==> config.mk <==
export PLATFORM = sky130hd
export DESIGN_NAME = mdio_mgmt_master
export DESIGN_NICKNAME = d
export VERILOG_FILES = /design/src/rtl/mdio_pkg.sv /design/src/rtl/mdc_phase_gen.sv /design/src/rtl/mdio_in_sync.sv /design/src/rtl/mdio_frame_seq.sv /design/src/rtl/mdio_mgmt_master.sv
export SDC_FILE = /design/constraint.sdc
export NUM_CORES = 1
export LEC_CHECK = 0
export ABC_AREA = 1
export ABC_CLOCK_PERIOD_IN_PS = 5300
export BUFFER_PORTS_ARGS = -buffer_cell sky130_fd_sc_hd__buf_2
export CORE_ASPECT_RATIO = 0.7
export CORE_MARGIN = 5
export CORE_UTILIZATION = 60
export DETAILED_ROUTE_END_ITERATION = 6
export PLACE_DENSITY = 0.91
export SYNTH_ARGS = -nofsm -noshare
export SYNTH_HDL_FRONTEND = slang
export SYNTH_SLANG_ARGS = --single-unit
==> constraint.sdc <==
create_clock -name clk -period 5.3 [get_ports clk]
set_input_delay 0.53 -clock clk [delete_from_list [all_inputs] [get_ports clk]]
set_output_delay 0.53 -clock clk [all_outputs]
set_load 0.02 [all_outputs]
==> src/rtl/mdio_pkg.sv <==
package mdio_pkg;
  localparam int PHY_W       = 5;
  localparam int REG_W       = 5;
  localparam int DATA_W      = 16;
  localparam int PRE_SLOTS   = 32;
  localparam int FLUSH_SLOTS = 32;
  localparam int HDR_W       = 4 + PHY_W + REG_W;
  localparam int IDX_W       = 6;

  typedef enum logic [2:0] {
    PH_IDLE, PH_PRE, PH_HDR, PH_TA, PH_WDAT, PH_RDAT, PH_TAIL, PH_FLUSH
  } phase_t;

  // start(01), opcode, phy, reg packed for MSB-first shifting
  function automatic logic [HDR_W-1:0] make_header(input logic rd,
                                                   input logic [PHY_W-1:0] phy,
                                                   input logic [REG_W-1:0] rg);
    return {2'b01, (rd ? 2'b10 : 2'b01), phy, rg};
  endfunction

  function automatic int unsigned ta_slots(input logic rd);
    return rd ? 1 : 2;
  endfunction

  function automatic int unsigned tail_slots(input logic rd);
    return rd ? 2 : 1;
  endfunction
endpackage

==> src/rtl/mdc_phase_gen.sv <==
module mdc_phase_gen #(
  parameter int HALF_DIV = 4
) (
  input  logic clk,
  input  logic rst_n,
  input  logic run,
  output logic mdc,
  output logic half_end,
  output logic slot_end
);
  localparam int CW = (HALF_DIV > 2) ? $clog2(HALF_DIV) : 1;
  localparam logic [CW-1:0] LAST = CW'(HALF_DIV - 1);

  logic [CW-1:0] cnt;
  logic          hi;

  always_ff @(posedge clk) begin
    if (!rst_n) begin
      cnt <= '0;
      hi  <= 1'b0;
    end else if (!run) begin
      cnt <= '0;
      hi  <= 1'b0;
    end else if (cnt == LAST) begin
      cnt <= '0;
      hi  <= ~hi;
    end else begin
      cnt <= cnt + 1'b1;
    end
  end

  assign half_end = run && (cnt == LAST);
  assign slot_end = half_end && hi;
  assign mdc      = hi;

  AST_MDC_HALF_STABLE: assert property (@(posedge clk) disable iff (!rst_n)
    !$past(half_end) |-> $stable(mdc));
endmodule

==> src/rtl/mdio_in_sync.sv <==
module mdio_in_sync (
  input  logic clk,
  input  logic rst_n,
  input  logic d,
  output logic q
);
  logic s1, s2;

  always_ff @(posedge clk) begin
    if (!rst_n) begin
      s1 <= 1'b1;
      s2 <= 1'b1;
    end else begin
      s1 <= d;
      s2 <= s1;
    end
  end

  assign q = s2;
endmodule

==> src/rtl/mdio_frame_seq.sv <==
module mdio_frame_seq
  import mdio_pkg::*;
(
  input  logic              clk,
  input  logic              rst_n,
  input  logic              req,
  input  logic              req_rd,
  input  logic [PHY_W-1:0]  req_phy,
  input  logic [REG_W-1:0]  req_reg,
  input  logic [DATA_W-1:0] req_wdata,
  input  logic              slot_end,
  input  logic              din,
  output logic              run,
  output logic              mdio_o,
  output logic              mdio_oe,
  output logic              done,
  output logic              err,
  output logic [DATA_W-1:0] rd_data
);
  phase_t            ph;
  logic [IDX_W-1:0]  idx;
  logic              is_rd;
  logic [HDR_W-1:0]  hdr_sr;
  logic [DATA_W-1:0] wsr;
  logic [DATA_W-1:0] acc;

  // named internal events
  logic accept, last_slot, ta_bad, frame_end;

  assign accept = req && (ph == PH_IDLE);

  always_comb begin
    unique case (ph)
      PH_PRE:   last_slot = (idx == IDX_W'(PRE_SLOTS - 1));
      PH_HDR:   last_slot = (idx == IDX_W'(HDR_W - 1));
      PH_TA:    last_slot = (idx == IDX_W'(ta_slots(is_rd) - 1));
      PH_WDAT,
      PH_RDAT:  last_slot = (idx == IDX_W'(DATA_W - 1));
      PH_TAIL:  last_slot = (idx == IDX_W'(tail_slots(is_rd) - 1));
      PH_FLUSH: last_slot = (idx == IDX_W'(FLUSH_SLOTS - 1));
      default:  last_slot = 1'b0;
    endcase
  end

  assign ta_bad    = slot_end && (ph == PH_TA) && is_rd && din;
  assign frame_end = slot_end && last_slot && ((ph == PH_TAIL) || (ph == PH_FLUSH));

  always_ff @(posedge clk) begin
    if (!rst_n) begin
      ph      <= PH_IDLE;
      idx     <= '0;
      is_rd   <= 1'b0;
      hdr_sr  <= '0;
      wsr     <= '0;
      acc     <= '0;
      done    <= 1'b0;
      err     <= 1'b0;
      rd_data <= '0;
    end else begin
      done <= 1'b0;
      if (accept) begin
        ph     <= PH_PRE;
        idx    <= '0;
        is_rd  <= req_rd;
        hdr_sr <= make_header(req_rd, req_phy, req_reg);
        wsr    <= req_wdata;
        acc    <= '0;
      end else if (slot_end) begin
        idx <= last_slot ? '0 : idx + 1'b1;
        unique case (ph)
          PH_PRE: if (last_slot) ph <= PH_HDR;
          PH_HDR: begin
            hdr_sr <= hdr_sr << 1;
            if (last_slot) ph <= PH_TA;
          end
          PH_TA: begin
            if (is_rd)          ph <= ta_bad ? PH_FLUSH : PH_RDAT;
            else if (last_slot) ph <= PH_WDAT;
          end
          PH_WDAT: begin
            wsr <= wsr << 1;
            if (last_slot) ph <= PH_TAIL;
          end
          PH_RDAT: begin
            acc <= {acc[DATA_W-2:0], din};
            if (last_slot) ph <= PH_TAIL;
          end
          PH_TAIL, PH_FLUSH: begin
            if (frame_end) begin
              ph   <= PH_IDLE;
              done <= 1'b1;
              err  <= (ph == PH_FLUSH);
              if (is_rd) rd_data <= (ph == PH_FLUSH) ? '0 : acc;
            end
          end
          default: ph <= PH_IDLE;
        endcase
      end
    end
  end

  assign run = (ph != PH_IDLE);

  always_comb begin
    mdio_oe = 1'b0;
    mdio_o  = 1'b0;
    unique case (ph)
      PH_PRE:  begin mdio_oe = 1'b1; mdio_o = 1'b1; end
      PH_HDR:  begin mdio_oe = 1'b1; mdio_o = hdr_sr[HDR_W-1]; end
      PH_TA:   begin mdio_oe = !is_rd; mdio_o = !is_rd && (idx == '0); end
      PH_WDAT: begin mdio_oe = 1'b1; mdio_o = wsr[DATA_W-1]; end
      default: begin mdio_oe = 1'b0; mdio_o = 1'b0; end
    endcase
  end

  AST_DONE_ONE_CYCLE: assert property (@(posedge clk) disable iff (!rst_n)
    done |=> !done);
  AST_BUSY_UNTIL_DONE: assert property (@(posedge clk) disable iff (!rst_n)
    $fell(run) |-> done);
  AST_ERR_ONLY_READ: assert property (@(posedge clk) disable iff (!rst_n)
    (done && err) |-> is_rd);
  AST_READ_RELEASED: assert property (@(posedge clk) disable iff (!rst_n)
    (is_rd && ((ph == PH_RDAT) || (ph == PH_TAIL) || (ph == PH_FLUSH))) |-> !mdio_oe);
  AST_IGNORE_BUSY: assert property (@(posedge clk) disable iff (!rst_n)
    (req && run) |=> $stable(is_rd));
endmodule

==> src/rtl/mdio_mgmt_master.sv <==
module mdio_mgmt_master
  import mdio_pkg::*;
#(
  parameter int HALF_DIV = 4
) (
  input  logic              clk,
  input  logic              rst_n,
  input  logic              req,
  input  logic              req_rd,
  input  logic [PHY_W-1:0]  req_phy,
  input  logic [REG_W-1:0]  req_reg,
  input  logic [DATA_W-1:0] req_wdata,
  output logic              busy,
  output logic              done,
  output logic              err,
  output logic [DATA_W-1:0] rd_data,
  output logic              mdc,
  output logic              mdio_o,
  output logic              mdio_oe,
  input  logic              mdio_i
);
  logic run, half_end, slot_end, din;

  mdc_phase_gen #(.HALF_DIV(HALF_DIV)) u_clk (
    .clk(clk), .rst_n(rst_n), .run(run),
    .mdc(mdc), .half_end(half_end), .slot_end(slot_end)
  );

  mdio_in_sync u_sync (
    .clk(clk), .rst_n(rst_n), .d(mdio_i), .q(din)
  );

  mdio_frame_seq u_seq (
    .clk(clk), .rst_n(rst_n),
    .req(req), .req_rd(req_rd), .req_phy(req_phy), .req_reg(req_reg),
    .req_wdata(req_wdata), .slot_end(slot_end), .din(din),
    .run(run), .mdio_o(mdio_o), .mdio_oe(mdio_oe),
    .done(done), .err(err), .rd_data(rd_data)
  );

  assign busy = run;

  AST_MDC_IDLE_LOW: assert property (@(posedge clk) disable iff (!rst_n)
    !busy |-> !mdc);
  AST_OE_IDLE_LOW: assert property (@(posedge clk) disable iff (!rst_n)
    !busy |-> !mdio_oe);
endmodule

# Yosys cells after proc, flatten, opt, wreduce, memory -nomap -nowiden
# Index checks and enable logic that the tools add are counted.
totals:
  output_inout_bits: 22
  regBits: 79
  input_bits: 31
  elab_cells: 106
classes:
  n_eq_ne: 23
  n_reduce_logical: 33
  bitwise_logic: 6
  mux: 25
  n_addsub: 4
ops:
  columns: ["cell", "count"]
  rows:
  - ["2-to-1 mux 16 bit", 4]
  - ["2-to-1 mux 13 bit", 3]
  - ["2-to-1 mux 3 bit", 6]
  - ["inequality test 3 x 1 -> 1 bit, second input constant", 5]
  - ["one-hot mux 3 bit (5 select lines)", 1]
  - ["equality test 3 bit, second input constant", 4]
  - ["equality test 6 x 4 -> 1 bit, second input constant", 2]
  - ["equality test 6 bit", 2]
  - ["AND reduction 6 bit", 2]
  - ["subtractor 6 x 1 -> 6 bit, second input constant", 2]
  - ["AND reduction 2 bit", 5]
  - ["logical AND 1 bit", 9]
  - ["2-to-1 mux 2 bit", 4]
  - ["inequality test 2 x 1 -> 1 bit, second input constant", 4]
  - ["OR reduction 2 bit", 4]
  - ["adder 6 x 1 -> 6 bit, second input constant", 1]
  - ["equality test 3 x 2 -> 1 bit, second input constant", 2]
  - ["equality test 6 x 5 -> 1 bit, second input constant", 1]
  - ["logical NOT 6 bit", 1]
  - ["2-to-1 mux 6 bit", 1]
  - ["NOT 1 bit", 6]
  - ["nonzero test 2 bit", 3]
  - ["OR reduction 3 bit", 2]
  - ["one-hot mux 1 bit (5 select lines)", 1]
  - ["14 further kinds", 16]

# Longest topological paths before layout
# Gate-level depths: netlist (run 1).
depth:
  ltp_word: 11
  depth_mapped: 19
  ltp_nobuf: 17

# Hierarchy
# A second synthesis (run 1) with hierarchy kept.
unflattened:
  hier_cells: 500
  hier_area_um2: 3585.9
modules_own_cells:
  columns: ["mod", "area_each_um2", "instances", "cells_per_inst"]
  rows:
  - ["mdio_frame_seq", 3404.5, 1, 477]
  - ["mdc_phase_gen", 126.4, 1, 17]
  - ["mdio_in_sync", 55.1, 1, 6]

# Worst setup path before layout (run 1)
# No wires, ideal clock.
synth_path:
  path_type: "register -> register"
  startpoint: "register u_seq.ph[1]"
  endpoint: "register u_seq.ph[0]"
  required_ns: 5.172
  path_stages_with_launch: 19
  setup_slack_ns: 3.082
  arrival_time_ns: 2.090
  path_buffers: 1
  cell_sequence: "dfxtp_1 nand2_4 clkinv_4 nand3_1 nand2_2 inv_1 ha_1 nand3_1 nand2_1 nand2_1 nand2_1 nand3_1 nor2_1 nand3_4 buf_6 nand3_1 nand2_1 nor2_1 nor2_1"
synth_between:
  elab_chain_len: 7
synth_lines:
  columns: ["element", "line", "source"]
  rows:
  - ["from (decl)", "mdio_frame_seq.sv:20", "phase_t ph;"]
  - ["from (signal assigned)", "mdio_frame_seq.sv:77", "if (is_rd) ph <= ta_bad ? PH_FLUSH : PH_RDAT;"]
  - ["equality test 3 x 1 -> 1 bit, or another cell as far along", "mdio_frame_seq.sv:33, mdio_frame_seq.sv:70", null]
  - ["OR reduction 2 bit (no source line) / logical AND 1 bit (equally long branches)", null, null]
  - ["one-hot mux 1 bit (5 select lines) / logical AND 1 bit (equally long branches)", "mdio_frame_seq.sv:33, mdc_phase_gen.sv:33", null]
  - ["logical AND 1 bit (2 in series)", "mdio_frame_seq.sv:46", "assign frame_end = slot_end && last_slot && ((ph == PH_TAIL) || (ph == PH_FLUSH));"]
  - ["inequality test 3 x 1 -> 1 bit (no source line)", null, null]
  - ["AND reduction 6 bit (no source line)", null, null]
# Parallel ways exist; a longest one is shown, timed or not. The select of a mux whose other input is x is not followed.
# A chain may end at the register's enable or synchronous reset.

# Worst setup path in the final report (run 1)
layout_path:
  startpoint: "register u_seq.is_rd"
  endpoint: "register u_seq.rd_data[5]"
layout_between:
  elab_chain_len: 7
layout_lines:
  columns: ["element", "line", "source"]
  rows:
  - ["from (decl)", "mdio_frame_seq.sv:22", "logic is_rd;"]
  - ["from (signal assigned)", "mdio_frame_seq.sv:64", "is_rd <= req_rd;"]
  - ["2-to-1 mux 2 bit, on equally long branches", "mdio_pkg.sv:26, mdio_pkg.sv:22", null]
  - ["subtractor 6 x 1 -> 6 bit, on equally long branches", "mdio_frame_seq.sv:39, mdio_frame_seq.sv:36", null]
  - ["equality test 6 bit, on equally long branches", "mdio_frame_seq.sv:39, mdio_frame_seq.sv:36", null]
  - ["one-hot mux 1 bit (5 select lines)", "mdio_frame_seq.sv:33", "unique case (ph)"]
  - ["logical AND 1 bit (2 in series)", "mdio_frame_seq.sv:46", null]
  - ["AND reduction 5 bit (no source line) *", null, null]
  - ["to (signal assigned)", "mdio_frame_seq.sv:93", "if (is_rd) rd_data <= (ph == PH_FLUSH) ? '0 : acc;"]
  - ["to (decl)", "mdio_frame_seq.sv:18", "output logic [DATA_W-1:0] rd_data"]
# Every way passes the cells marked *; elsewhere a longest branch is shown, timed or not.

==> results of run 1 <==
kinds of logic (layout without fill, tap and decap cells):
family                     Yosys count  in the layout  share of synthesized area (%)
xor gates and xnor gates             3              3                          0.736
and+or+nand+nor                    272            272                           33.4
DFF                                 79             79                           44.3
adders and majority gates            4              4                           1.40
buffers and inverters               66            116                           7.92
AOI/OAI and AO/OA                   81             81                           12.3
Yosys cell counts (all sizes together):
| library cell | n |
|---|---|
| o21ai | 40 |
| ha | 4 |
| or2 | 3 |
| nor4 | 1 |
| dfxtp | 79 |
| o22ai | 1 |
| a21oi | 29 |
| nand4 | 6 |
| clkbuf | 12 |
| nand3 | 27 |
| buf | 7 |
| nor3 | 5 |
| a211oi | 1 |
| o2111ai | 1 |
| nand3b | 1 |
| inv | 44 |
| xor2 | 2 |
| nand2 | 118 |
| nor2 | 110 |
| a311oi | 5 |
| clkinv | 3 |
| or3 | 1 |
| a31oi | 3 |
| o31ai | 1 |
| xnor2 | 1 |
power groups by stage:
| stage | clock network, uW | logic (uW) | registers [uW] |
|---|---|---|---|
| after floorplan | 0 | 67.4 | 635 |
| after global placement | 0 | 84.9 | 640 |
| after detailed placement | 0 | 88.4 | 641 |
| after CTS | 461 | 89.2 | 627 |
| after global routing | 492 | 101 | 630 |
| final | 456 | 90.3 | 628 |
layer usage:
layer	GRT usage [%]	wire length [um]
met2	37.5	3730
met4	4.37	36
met1	31.1	3860
met3	7.78	598
met5	0	0
worst paths after layout:
path	start	end	slack, ps	cells after the start
worst min-delay path	mdio_i	u_sync.s1	350	2
worst max register to register	u_seq.is_rd	u_seq.rd_data[5]	2540	14
worst max-delay path	u_seq.is_rd	u_seq.rd_data[5]	2540	14
worst min register to register	u_sync.s1	u_sync.q	430	1
layout make-up:
class	count	area (um^2)	share of cell area [%]
Multi-Input combinational cell	360	1710	42.3
Sequential cell	79	1580	39.2
Timing Repair Buffer	53	268	6.63
Inverter	47	181	4.49
Clock buffer	10	138	3.41
Tap cell	75	93.8	2.32
Clock inverter	6	67.6	1.67
flip-flops by register name, indices dropped and copies added (netlist names), 2 cells and up:
name and cells:
u_seq.ph 3, u_clk.cnt 2, u_seq.wsr 16, u_seq.acc 16, u_seq.hdr_sr 14, u_seq.idx 6
u_seq.rd_data 16
metrics by stage:
step           instances  instance area [um^2]
2_1_floorplan        505                  3570
3_3_place_gp         614                  3830
3_5_place_dp         614                  3830
4_1_cts              630                  4040
5_1_grt              630                  4040
6_report             630                  4040
==> metrics.txt, run 1 <==
post-cts resize count=0; PD cells=291 mW/mm^2; Syn-to-layout area delta=13.0%; final-layout fill cell count=489; I/O pins=53; cell area after synthesis=0.00357 mm^2; initial antenna violation count=0; cts bufs inserted=9; maximum fanout encountered on the critical timing path=14; DRT Wirelength=8220 um; Worst Clk Skew=roughly 13 ps; top area cells in the synthesized netlist=sky130_fd_sc_hd__dfxtp_1, sky130_fd_sc_hd__nand2_1, sky130_fd_sc_hd__nor2_1; number of nets in the synthesized netlist=540; series of cell instances along the critical path=inv_1 -> nand3_1 -> nand2_2 -> ha_1 -> nand3_1 -> nand2_1 -> nand2_1 -> nand2_1 -> nand3_1 -> nor2_1 -> nand3_4 -> nor3_4 -> nor2_1 -> nor2_1; max-slew headroom at the worst pin=36.0%; root buffer cell=sky130_fd_sc_hd__clkbuf_8; critical-path cell with the highest stage delay=sky130_fd_sc_hd__dfxtp_1; total track usage=a little under a quarter; count of cell types in the netlist=39; number of violations of the max-capacitance limit=0; Fin Setup TNS=0 ps; WL per Instance=13.1 um; leading area contributor after synthesis=sky130_fd_sc_hd__dfxtp_1; count of endpoints failing hold in the final timing report=0; delay-heaviest family, CP=simple AND/OR/NAND/NOR gates; CP Launch Type=flip-flop; classification of the worst setup path=flip-flop to flip-flop; drt via density=5.31; NetSw=296 uW; Overall Power=~1200 uW; post-route fraction of the period consumed by the critical path=between 50% and 60%; min-delay worst type=primary input to flip-flop; switching power share of the total=about a quarter; sequential fraction of the synthesis area=44.3%; post-CTS setup repair buffer count=0; per-instance average area after synthesis=7.07 um^2; count of input and output buffers=52; RSZ-0062 raised after global routing=no; pin count of the biggest net entering global routing=38; PnR worst setup slack=2540 ps; clock transition at the registers of the reported paths=90 ps; status=finished clean; final antenna-violating net count=0; Critical Path RT=5590 ps; Longest Clk Path Bufs=2; Pre-antenna DRT Iters=5; final setup violation count=0; DR iter-0 viols=roughly 230; NumNets Final=585; warning count from the yosys run=0; area of the die=0.00762 mm^2; Final min period=2760 ps; TritonCTS clock tree=done; gpl congestion=approximately 0.99; diode count=0; FP Rows=23; worst slack at placement=around 2600 ps; timing-limited maximum frequency=362 MHz; initial core utilization=62.0%; CP peak stage delay=between 600 and 700 ps; y dimension of the die=74.5 um; most frequent cells in the layout=sky130_fd_sc_hd__nand2_1, sky130_fd_sc_hd__nor2_1, sky130_fd_sc_hd__dfxtp_1; global-route wire length before repair=14100 um; via count of the routed design=about 3300; power share of the combinational group=7.7%; internal power of the cells=878 uW; insertion delay of the later-clocked pin in the worst-skew pair=350 ps; total number of H-tree levels=3; cells after synthesis=between 500 and 600; area share of the largest cell type after synthesis=44.3%; final core utilization=70.1%; detailed placement HPWL=5670 um; peak supply drop=~0.20 mV; Worst-Margin Slew=around 960 ps; number of buffers inserted for hold repair after clock tree synthesis=0; number of buffer and inverter instances along the worst setup path=1; final global-route overflow total=0; ratio of cells with drive above 1 in the final layout=16.8%; sequential cell fraction of total power=53.5%; endpoint arrival time on the critical path=3050 ps; final routed DRC violation total=0; TritonCTS sink count=a little under 80; number of register bits inferred by synthesis=79; core footprint=roughly 0.0058 mm^2; max-slew violation count=0; total leakage power=~0.002 uW; hold_ws=around 350 ps; commonest non-fill, non-tap cell in the layout=sky130_fd_sc_hd__nand2_1; die width=around 100 um; Critical Path End Type=flip-flop; number of global-route vias before repair=3165; portion of total power attributed to the clock network=38.9%
No activity file was read; power rests on OpenSTA's default activity.
==> run 2, diff against run 1 <==
- ABC_CLOCK_PERIOD_IN_PS: 5300 -> 2500
- CORE_UTILIZATION: 60 -> 51
- PLACE_DENSITY: 0.91 -> 0.83
- clock period: 5.3 -> 2.5 ns (I/O delays scaled with it)
==> run 2 against run 1 <==
  * Worst setup slack lost 2400 ps
  * Largest cell class unchanged
  * Sequential power is 110% higher
  * Critical path depth is 3 higher
  * Count of clock-buffer cells in the layout is the same
  * Global-route usage is 2.5 points lower
==> metrics.txt, run 2 (same netlist as run 1, synthesis figures left out) <==
Worst Reg-to-Reg Cells=17 (was 14); non-filler cells in the finished layout=666 (was 630); endpoint arrival time on the critical path=2610 ps (was 3050 ps); drt via density=5.10 (was 5.31); final antenna-violating net count=0 (unchanged); insertion delay of the later-clocked pin in the worst-skew pair=360 ps (was 350 ps); final global-route overflow total=0 (unchanged); Fin Setup TNS=0 ps (unchanged); peak supply drop=0.317 mV (was 0.200 mV); detailed placement HPWL=5960 um (was 5670 um); CP peak stage delay=330 ps (was 640 ps); final setup violation count=0 (unchanged); detailed-route wire length on metal 1=3940 um (was 3860 um); initial core utilization=52.6% (was 62.0%); Longest Clk Path Bufs=2 (unchanged); highest routed layer=met4 (unchanged); wire length on met3=505 um (was 598 um); instance count along the most critical hold path=2 (unchanged); number of violations of the max-capacitance limit=0 (unchanged); min-delay worst type=primary input to flip-flop (unchanged); cts bufs inserted=9 (unchanged); wire length on met2=3910 um (was 3730 um); TritonCTS clock tree=done (unchanged); root buffer cell=sky130_fd_sc_hd__clkbuf_8 (unchanged); count of endpoints failing hold in the final timing report=0 (unchanged); PD cells=564 mW/mm^2 (was 291 mW/mm^2); largest registers=u_seq.acc x16, u_seq.rd_data x16, u_seq.wsr x16 (unchanged); Worst-Margin Slew=452 ps (was 958 ps); global-route wire length before repair=14500 um (was 14100 um); FP Rows=25 (was 23); gpl congestion=0.895 (was 0.986); initial antenna violation count=0 (unchanged); Critical Path End Type=flip-flop (unchanged); maximum fanout encountered on the critical timing path=5 (was 14); area of the die=0.00880 mm^2 (was 0.00762 mm^2); logic depth of the worst path, buffers included=17 (was 14); CP Launch Type=flip-flop (unchanged); cell with the most instances on the worst path=sky130_fd_sc_hd__nand2_1; Worst Clk Skew=12.6 ps (was 12.8 ps); placed cell count=647 (was 614); total leakage power=0.00203 uW (was 0.00196 uW); delay-heaviest family, CP=simple AND/OR/NAND/NOR gates (unchanged); final routed DRC violation total=0 (unchanged); max-slew violation count=0 (unchanged); I/O pins=53 (unchanged); diode count=0 (unchanged); Overall Power=2360 uW (was 1170 uW); Critical Path RT=2790 ps (was 5590 ps); series of cell instances along the critical path=buf_4 -> nand3_1 -> nand2_1 -> nand2_2 -> inv_1 -> ha_1 -> nand3_1 -> nand2_1 -> nand2_1 -> nand2_1 -> nand3_2 -> nor2_4 -> nand3_4 -> nor3_4 -> buf_4 -> nor2_1 -> nor2_1 (was inv_1 -> nand3_1 -> nand2_2 -> ha_1 -> nand3_1 -> nand2_1 -> nand2_1 -> nand2_1 -> nand3_1 -> nor2_1 -> nand3_4 -> nor3_4 -> nor2_1 -> nor2_1); TritonCTS sink count=79 (unchanged); max-slew headroom at the worst pin=69.9% (was 36.0%); number of global-route vias before repair=3283 (was 3165); Syn-to-layout area delta=17.1% (was 13.0%); pin count of the biggest net entering global routing=22 (was 38); number of buffers inserted for hold repair after clock tree synthesis=0 (unchanged); critical-path cell with the highest stage delay=sky130_fd_sc_hd__dfxtp_1 (unchanged); die width=110 um (was 102 um); ratio of cells with drive above 1 in the final layout=19.9% (was 16.8%); clock transition at the registers of the reported paths=80 ps (was 90 ps); Final min period=2320 ps (was 2760 ps); y dimension of the die=80.0 um (was 74.5 um); total track usage=20.8% (was 23.3%); count of input and output buffers=52 (unchanged); status=finished clean (unchanged); NumNets Final=603 (was 585); classification of the worst setup path=flip-flop to flip-flop (unchanged); via count of the routed design=3396 (was 3345); core footprint=0.00679 mm^2 (was 0.00576 mm^2); commonest non-fill, non-tap cell in the layout=sky130_fd_sc_hd__nand2_1 (unchanged); WL per Instance=12.7 um (was 13.1 um); DRT Wirelength=8450 um (was 8220 um); Pre-antenna DRT Iters=5 (unchanged); number of buffer and inverter instances along the worst setup path=3 (was 1); most frequent cells in the layout=sky130_fd_sc_hd__nand2_1, sky130_fd_sc_hd__nor2_1, sky130_fd_sc_hd__dfxtp_1 (unchanged); post-route fraction of the period consumed by the critical path=92.9% (was 52.1%); timing-limited maximum frequency=430 MHz (was 362 MHz); total number of H-tree levels=3 (unchanged); DR iter-0 viols=192 (was 226)
## run 2: where the power goes
group | switching, uW | total, uW | internal [uW]
logic | 135 | 218 | 83.3
clock network | 464 | 819 | 355
registers | 22.1 | 1320 | 1300
total | 621 | 2360 | 1740
## run 2: per-layer routing
layer | vias to the layer above | global-route usage, %
met5 | - | 0
met4 | 0 | 6.10
met3 | 10 | 6.47
met2 | 93 | 33.2
met1 | 1546 | 26.8
li1 | 1747 | -
## run 2: metrics by stage
stage          util (%)  setup WS [ps]  hold slack, ps  cell area (um^2)
3_3_place_gp       58.3            103             401              3960
5_1_grt            61.6         -0.104            72.9              4180
2_1_floorplan         -            282             357              3570
4_1_cts            60.8           1.13            61.1              4130
6_report           61.6            177            72.8              4180
3_5_place_dp       58.3          -55.4             404              3960
## run 2: final cells by class
cell class	instances	area [um^2]
fillers	593	2610
multi-input cells	360	1730
flip-flops and latches	79	1590
repair buffers	71	407
inverters	47	181
clock buffers	10	128
well taps	94	118
clock inverters	5	36.3
## run 2: timing repair
item                       4_1_cts  5_1_grt
pin swaps                        1        4
setup buffers                    0        4
gates resized for setup          1        8
setup endpoints to repair        8       11
## run 2: final timing paths
check,slack [ps],startpoint,to
setup / recovery,180,u_seq.ph[2],u_seq.rd_data[14]
hold / removal,70,mdio_i,u_sync.s1
setup reg to reg,180,u_seq.ph[2],u_seq.rd_data[14]
hold reg to reg,430,u_clk.cnt[0],u_clk.cnt[0]
## run 2: worst reg2reg max path: stages (launching register included)
cell and delay (ps):
sky130_fd_sc_hd__dfxtp_1 330, sky130_fd_sc_hd__buf_4 150, sky130_fd_sc_hd__nand3_1 120, sky130_fd_sc_hd__nand2_1 80, sky130_fd_sc_hd__nand2_2 100, sky130_fd_sc_hd__inv_1 50, sky130_fd_sc_hd__ha_1 280, sky130_fd_sc_hd__nand3_1 100
sky130_fd_sc_hd__nand2_1 70, sky130_fd_sc_hd__nand2_1 50, sky130_fd_sc_hd__nand2_1 70, sky130_fd_sc_hd__nand3_2 110, sky130_fd_sc_hd__nor2_4 150, sky130_fd_sc_hd__nand3_4 130, sky130_fd_sc_hd__nor3_4 150, sky130_fd_sc_hd__buf_4 160
sky130_fd_sc_hd__nor2_1 40, sky130_fd_sc_hd__nor2_1 110
